--- src/rtl/mpram_pkg.sv ---
package mpram_pkg;

    typedef enum logic [0:0] {
        LVT_BINARY = 1'b0,
        LVT_FLAGS  = 1'b1
    } lvt_enc_e;

    function automatic int idx_bits(input int n);
        return (n < 2) ? 1 : $clog2(n);
    endfunction

endpackage

--- src/rtl/mpram_sdp.sv ---
module mpram_sdp #(
    parameter int DEPTH  = 16,
    parameter int WIDTH  = 8,
    parameter bit REG_RD = 1'b1,
    localparam int AW    = mpram_pkg::idx_bits(DEPTH)
) (
    input  logic             clk,
    input  logic             rst,
    input  logic             we,
    input  logic [AW-1:0]    waddr,
    input  logic [WIDTH-1:0] wdata,
    input  logic [AW-1:0]    raddr,
    output logic [WIDTH-1:0] rdata
);
    logic [WIDTH-1:0] mem [DEPTH];

    always_ff @(posedge clk) begin
        if (we) mem[waddr] <= wdata;
    end

    generate
        if (REG_RD) begin : g_sync
            logic [WIDTH-1:0] q;
            always_ff @(posedge clk) begin
                if (rst) q <= '0;
                else     q <= mem[raddr];
            end
            assign rdata = q;
        end else begin : g_async
            logic unused_rst;
            assign unused_rst = rst;
            assign rdata = mem[raddr];
        end
    endgenerate
endmodule

--- src/rtl/mpram_lvt_bin.sv ---
module mpram_lvt_bin #(
    parameter int N_WR  = 2,
    parameter int N_RD  = 2,
    parameter int DEPTH = 16,
    localparam int AW   = mpram_pkg::idx_bits(DEPTH),
    localparam int SW   = mpram_pkg::idx_bits(N_WR)
) (
    input  logic                 clk,
    input  logic                 rst,
    input  logic [N_WR-1:0]      wr_en,
    input  logic [N_WR*AW-1:0]   wr_addr,
    input  logic [N_RD*AW-1:0]   rd_addr,
    output logic [N_RD*N_WR-1:0] sel_oh
);
    logic [SW-1:0] fb [N_WR][N_WR];
    logic [SW-1:0] rq [N_WR][N_RD];
    logic [SW-1:0] wv [N_WR];

    generate
        for (genvar c = 0; c < N_WR; c++) begin : g_copy
            for (genvar j = 0; j < N_WR; j++) begin : g_fb
                if (j != c) begin : g_ram
                    mpram_sdp #(.DEPTH(DEPTH), .WIDTH(SW), .REG_RD(1'b0)) u_fb (
                        .clk(clk), .rst(rst), .we(wr_en[c]),
                        .waddr(wr_addr[c*AW +: AW]), .wdata(wv[c]),
                        .raddr(wr_addr[j*AW +: AW]), .rdata(fb[c][j]));
                end else begin : g_self
                    assign fb[c][j] = '0;
                end
            end
            for (genvar r = 0; r < N_RD; r++) begin : g_rd
                mpram_sdp #(.DEPTH(DEPTH), .WIDTH(SW), .REG_RD(1'b1)) u_rd (
                    .clk(clk), .rst(rst), .we(wr_en[c]),
                    .waddr(wr_addr[c*AW +: AW]), .wdata(wv[c]),
                    .raddr(rd_addr[r*AW +: AW]), .rdata(rq[c][r]));
            end
        end
    endgenerate

    // new entry makes the XOR over all copies equal the writer's index
    always_comb begin
        for (int w = 0; w < N_WR; w++) begin
            wv[w] = SW'(w);
            for (int v = 0; v < N_WR; v++) wv[w] = wv[w] ^ fb[v][w];
        end
    end

    always_comb begin
        for (int r = 0; r < N_RD; r++) begin
            logic [SW-1:0] idx;
            idx = '0;
            for (int c = 0; c < N_WR; c++) idx = idx ^ rq[c][r];
            for (int w = 0; w < N_WR; w++) sel_oh[r*N_WR + w] = (idx == SW'(w));
        end
    end
endmodule

--- src/rtl/mpram_lvt_flag.sv ---
module mpram_lvt_flag #(
    parameter int N_WR  = 2,
    parameter int N_RD  = 2,
    parameter int DEPTH = 16,
    localparam int AW   = mpram_pkg::idx_bits(DEPTH)
) (
    input  logic                 clk,
    input  logic                 rst,
    input  logic [N_WR-1:0]      wr_en,
    input  logic [N_WR*AW-1:0]   wr_addr,
    input  logic [N_RD*AW-1:0]   rd_addr,
    output logic [N_RD*N_WR-1:0] sel_oh
);
    // copy c, bit v: c's half of the pairwise age flag shared with port v
    logic [N_WR-1:0] fb [N_WR][N_WR];
    logic [N_WR-1:0] rq [N_WR][N_RD];
    logic [N_WR-1:0] wv [N_WR];
    logic            unused_fold;

    generate
        for (genvar c = 0; c < N_WR; c++) begin : g_copy
            for (genvar j = 0; j < N_WR; j++) begin : g_fb
                if (j != c) begin : g_ram
                    mpram_sdp #(.DEPTH(DEPTH), .WIDTH(N_WR), .REG_RD(1'b0)) u_fb (
                        .clk(clk), .rst(rst), .we(wr_en[c]),
                        .waddr(wr_addr[c*AW +: AW]), .wdata(wv[c]),
                        .raddr(wr_addr[j*AW +: AW]), .rdata(fb[c][j]));
                end else begin : g_self
                    assign fb[c][j] = '0;
                end
            end
            for (genvar r = 0; r < N_RD; r++) begin : g_rd
                mpram_sdp #(.DEPTH(DEPTH), .WIDTH(N_WR), .REG_RD(1'b1)) u_rd (
                    .clk(clk), .rst(rst), .we(wr_en[c]),
                    .waddr(wr_addr[c*AW +: AW]), .wdata(wv[c]),
                    .raddr(rd_addr[r*AW +: AW]), .rdata(rq[c][r]));
            end
        end
    endgenerate

    // pair (a<b): a is newer when flags differ, b is newer when they match
    always_comb begin
        for (int w = 0; w < N_WR; w++) begin
            for (int v = 0; v < N_WR; v++) begin
                if (v == w)     wv[w][v] = 1'b0;
                else if (w < v) wv[w][v] = ~fb[v][w][w];
                else            wv[w][v] =  fb[v][w][w];
            end
        end
    end

    always_comb begin
        for (int r = 0; r < N_RD; r++) begin
            for (int w = 0; w < N_WR; w++) begin
                logic win;
                win = 1'b1;
                for (int v = 0; v < N_WR; v++) begin
                    if (w < v)      win = win & (rq[w][r][v] != rq[v][r][w]);
                    else if (w > v) win = win & (rq[w][r][v] == rq[v][r][w]);
                end
                sel_oh[r*N_WR + w] = win;
            end
        end
    end

    always_comb begin
        unused_fold = 1'b0;
        for (int a = 0; a < N_WR; a++) begin
            for (int b = 0; b < N_WR; b++) unused_fold = unused_fold ^ (^fb[a][b]);
            for (int r = 0; r < N_RD; r++) unused_fold = unused_fold ^ (^rq[a][r]);
        end
    end
endmodule

--- src/rtl/mpram.sv ---
module mpram #(
    parameter int N_WR  = 2,
    parameter int N_RD  = 2,
    parameter int DEPTH = 16,
    parameter int WIDTH = 8,
    parameter mpram_pkg::lvt_enc_e ENC = mpram_pkg::LVT_BINARY,
    localparam int AW   = mpram_pkg::idx_bits(DEPTH)
) (
    input  logic                  clk,
    input  logic                  rst,
    input  logic [N_WR-1:0]       wr_en,
    input  logic [N_WR*AW-1:0]    wr_addr,
    input  logic [N_WR*WIDTH-1:0] wr_data,
    input  logic [N_RD*AW-1:0]    rd_addr,
    output logic [N_RD*WIDTH-1:0] rd_data
);
    logic [N_WR-1:0]      wr_en_g;
    logic [N_RD*N_WR-1:0] sel_oh;
    logic [WIDTH-1:0]     bq [N_WR][N_RD];

    assign wr_en_g = rst ? '0 : wr_en;

    generate
        if (ENC == mpram_pkg::LVT_BINARY) begin : g_lvt_bin
            mpram_lvt_bin #(.N_WR(N_WR), .N_RD(N_RD), .DEPTH(DEPTH)) u_lvt (
                .clk(clk), .rst(rst), .wr_en(wr_en_g), .wr_addr(wr_addr),
                .rd_addr(rd_addr), .sel_oh(sel_oh));
        end else begin : g_lvt_flag
            mpram_lvt_flag #(.N_WR(N_WR), .N_RD(N_RD), .DEPTH(DEPTH)) u_lvt (
                .clk(clk), .rst(rst), .wr_en(wr_en_g), .wr_addr(wr_addr),
                .rd_addr(rd_addr), .sel_oh(sel_oh));
        end

        for (genvar w = 0; w < N_WR; w++) begin : g_bank
            for (genvar r = 0; r < N_RD; r++) begin : g_rep
                mpram_sdp #(.DEPTH(DEPTH), .WIDTH(WIDTH), .REG_RD(1'b1)) u_ram (
                    .clk(clk), .rst(rst), .we(wr_en_g[w]),
                    .waddr(wr_addr[w*AW +: AW]), .wdata(wr_data[w*WIDTH +: WIDTH]),
                    .raddr(rd_addr[r*AW +: AW]), .rdata(bq[w][r]));
            end
        end
    endgenerate

    always_comb begin
        for (int r = 0; r < N_RD; r++) begin
            logic [WIDTH-1:0] acc;
            acc = '0;
            for (int w = 0; w < N_WR; w++) begin
                if (sel_oh[r*N_WR + w]) acc = acc | bq[w][r];
            end
            rd_data[r*WIDTH +: WIDTH] = acc;
        end
    end
endmodule

--- config.mk ---
export PLATFORM = sky130hd
export DESIGN_NAME = mpram
export DESIGN_NICKNAME = d
export VERILOG_FILES = /design/src/rtl/mpram_pkg.sv /design/src/rtl/mpram_sdp.sv /design/src/rtl/mpram_lvt_bin.sv /design/src/rtl/mpram_lvt_flag.sv /design/src/rtl/mpram.sv
export SDC_FILE = /design/constraint.sdc
export NUM_CORES = 1
export LEC_CHECK = 0
export BUFFER_PORTS_ARGS = -buffer_cell sky130_fd_sc_hd__buf_2
export CORE_MARGIN = 1
export CORE_UTILIZATION = 60
export DETAILED_ROUTE_END_ITERATION = 16
export GPL_ROUTABILITY_DRIVEN = 0
export PLACE_DENSITY = 0.87
export SYNTH_ARGS = -nofsm -noshare
export SYNTH_HDL_FRONTEND = slang
export SYNTH_HIERARCHICAL = 1
export SYNTH_SLANG_ARGS = --single-unit
--- constraint.sdc ---
create_clock -name clk -period 6 [get_ports clk]
set_input_delay 0.9 -clock clk [delete_from_list [all_inputs] [get_ports clk]]
set_output_delay 0.9 -clock clk [all_outputs]
set_load 0.02 [all_outputs]
==> impl_metrics.tcl <==
set metrics [dict create \
    r2r-end "g_lvt_bin.u_lvt/g_copy[1].g_rd[1].u_rd/mem[6]" \
    port_buffers 51 \
    drive_above_1_share_pct 14.5 \
    dieArea_sq_um 43900 \
    grt_pass1_wl_microns 81700 \
    finalHoldViolCount 0 \
    ys_seq_elements 644 \
    die_w_microns 210 \
    vias 13511 \
    worst_pin_slew_ns 1.30 \
    worstSetupStartpointType "input pin" \
    dpl.cell_count 1926 \
    power.leakage_nw 9.46 \
    end_kind "register" \
    arrival_ns 3.32 \
    yosysWarnings 6 \
    fin_crit_ns 3.09 \
    post-dp-hpwl_microns 31800 \
    cts-root-buf "clkbuf_16" \
    insertion_delay_ns 0.61 \
    synth_nets 1411 \
    vias_per_cell 6.63 \
    period_share_pct 51.4 \
    min_path_type "reg -> reg" \
    rows 75 \
    synthCells 1375 \
    hold_buffers 0 \
    crit_type "in -> reg" \
    setup_violations 0 \
    ff2ff_path_depth 4 \
    synthDistinctLibCells 36 \
    ctsHtreeMaxLevel 2 \
    ff2ff_setup_slack_ns 3.60 \
    seq_area_frac_synth_pct 73.4 \
    fin_skew_ns 0.0149 \
    cts.path.max_buffers 3 \
    insertedDiodeCount 0 \
    status "finished clean" \
    cts_sinks 644 \
    p_per_area_nw_per_um2 329 \
    relSlewSlack_pct 12.3 \
    final_antenna_net_count 0 \
    drt-total-wl_microns 54000 \
    antenna_found_initial 1 \
    cts_tree "built" \
    avgSynthCellArea_sq_um 18.8 \
    grtUsageTotal_pct 25.1 \
    ir_drop_uv 235 \
    die_h_microns 210 \
    area_growth_pct 9.94 \
    grt_max_degree 51 \
    io_pins 52 \
    gr-total-overflow 0 \
    maxCapViolations 0 \
    hold_ws_ns 0.679 \
    netlist_area_sq_um 25800 \
    initial_core_util_pct 61.2 \
    numCtsBuffers 60 \
    post-cts-setup-buffer-count 0 \
    max_freq_ghz 0.324 \
    initialDrtViolationCount 1531 \
    path_max_fanout 48 \
    core_sq_um 42200 \
    grt_pass1_vias 13554 \
    drc 0 \
    stdcell_count 2038 \
    nets 1485 \
    first_pass_iters 5 \
    required_ns 6.24 \
    tns_ns 0 \
    startpoint "wr_addr[4]" \
    routedWlPerCell_microns 26.5 \
    clkTransAtPathRegs_ns 0.06 \
    ctsResizeCount 0 \
    rsz0062_at_grt "false" \
    slew_viol_final 0 \
    endpoint "g_lvt_bin.u_lvt/g_copy[1].g_rd[1].u_rd/mem[6]" \
]
-- critical path, cell delays in order --
cell and delay [ns]:
buf_2 0.60, mux4_1 0.66, mux2i_1 0.16, mux2i_1 0.09, inv_1 0.88
-- cell families (layout without fill, tap and decap cells) --
family,count (synthesis),count (layout),share of synthesized area (%)
compound gates,136,136,3.85
xor+xnor,4,4,0.136
mux,230,230,15.0
flops,644,644,73.4
buf+inv,61,185,1.91
simple gates,300,300,5.68
-- cells in the final DEF, fill, tap and decap left out, types with 32 or more instances in the layout --
cell type,netlist,final
mux2i_1,122,121
dfxtp_1,36,36
nand2b_1,32,32
mux4_2,32,32
clkbuf_16,0,61
buf_2,13,49
nor3_1,40,39
mux4_1,72,72
nor2_1,128,128
edfxtp_1,608,608
-- sequential cells by signal, summed over array words and instances (netlist names) --
| name | count |
|---|---|
| g_bank.g_rep.u_ram/mem | 512 |
| g_bank.g_rep.u_ram/rdata | 32 |
| g_lvt_bin.u_lvt/g_copy.g_rd.u_rd/mem | 64 |
| g_lvt_bin.u_lvt/g_copy.g_fb.g_ram.u_fb/mem | 32 |
| g_lvt_bin.u_lvt/g_copy.g_rd.u_rd/rdata | 4 |
-- per-stage QoR --
step	utilization, %	total power [mW]	setup slack [ns]	cell area [sq um]
4_1_cts	67.3	9.39	3.00	28400
2_1_floorplan	-	5.43	2.84	25800
5_1_grt	67.3	9.58	2.76	28400
6_report	67.3	9.34	2.91	28400
3_5_place_dp	62.6	5.63	2.39	26400
3_3_place_gp	62.6	5.61	2.49	26400
-- Yosys cell counts, drive strengths merged --
| master | instances | area share (%) |
|---|---|---|
| or3b | 10 | 0.34 |
| dfxtp | 36 | 2.8 |
| nor2b | 14 | 0.34 |
| clkbuf | 8 | 0.12 |
| nand2 | 22 | 0.32 |
| xor2 | 2 | 0.068 |
| a311o | 4 | 0.15 |
| mux2 | 4 | 0.17 |
| o2111ai | 4 | 0.14 |
| a22o | 16 | 0.54 |
| and2 | 4 | 0.097 |
| xnor2 | 2 | 0.068 |
| buf | 48 | 1.7 |
| o22ai | 4 | 0.097 |
| edfxtp | 608 | 71 |
| nand2b | 32 | 0.77 |
| nor3 | 40 | 0.77 |
| a21oi | 12 | 0.23 |
| o21ai | 48 | 0.93 |
| nor2 | 128 | 1.9 |
| a22oi | 16 | 0.46 |
| a221oi | 24 | 0.91 |
| mux2i | 122 | 4.7 |
| nand3b | 20 | 0.58 |
| nand3 | 26 | 0.50 |
| inv | 5 | 0.073 |
| a211oi | 8 | 0.39 |
| or2 | 4 | 0.097 |
| mux4 | 104 | 10 |
-- worst min-delay path by stage --
stage	slack [ns]	end	cells after the start	startpoint
final	0.68	g_bank[1].g_rep[0].u_ram/rdata[5]	3	g_bank[1].g_rep[0].u_ram/mem[11][5]
after global placement	0.65	g_bank[0].g_rep[0].u_ram/rdata[5]	3	g_bank[0].g_rep[0].u_ram/mem[11][5]
after global routing	0.71	g_bank[1].g_rep[0].u_ram/rdata[3]	3	g_bank[1].g_rep[0].u_ram/mem[11][3]
after CTS	0.68	g_bank[1].g_rep[1].u_ram/rdata[0]	4	rst
after detailed placement	0.66	g_bank[0].g_rep[1].u_ram/rdata[1]	3	g_bank[0].g_rep[1].u_ram/mem[11][1]
after floorplan	0.62	g_bank[0].g_rep[0].u_ram/rdata[1]	3	g_bank[0].g_rep[0].u_ram/mem[11][1]
-- power breakdown --
group | switching (mW) | internal (mW)
logic | 0.352 | 0.175
clock network | 1.58 | 2.20
registers | 0.0282 | 5.00
total | 1.96 | 7.38
-- metal layers --
metal	routed length, microns	GRT usage (%)	part of all wire, %	vias to the layer above
li1	-	-	-	5776
met1	20600	33.6	38	6824
met2	26700	41.5	50	759
met3	4390	4.37	8.1	150
met4	2270	10.0	4.2	2
met5	12	0	0.022	-
-- area by class of cell --
type                       count  area (sq um)
multi-input combinational    670          6390
tap                          539           674
inverter                       5          18.8
clock inverter                35           347
timing repair buffer          68           388
fill                        2531         13800
sequential                   644         19000
clock buffer                  77          1630
Power figures use the tool's default switching activity.
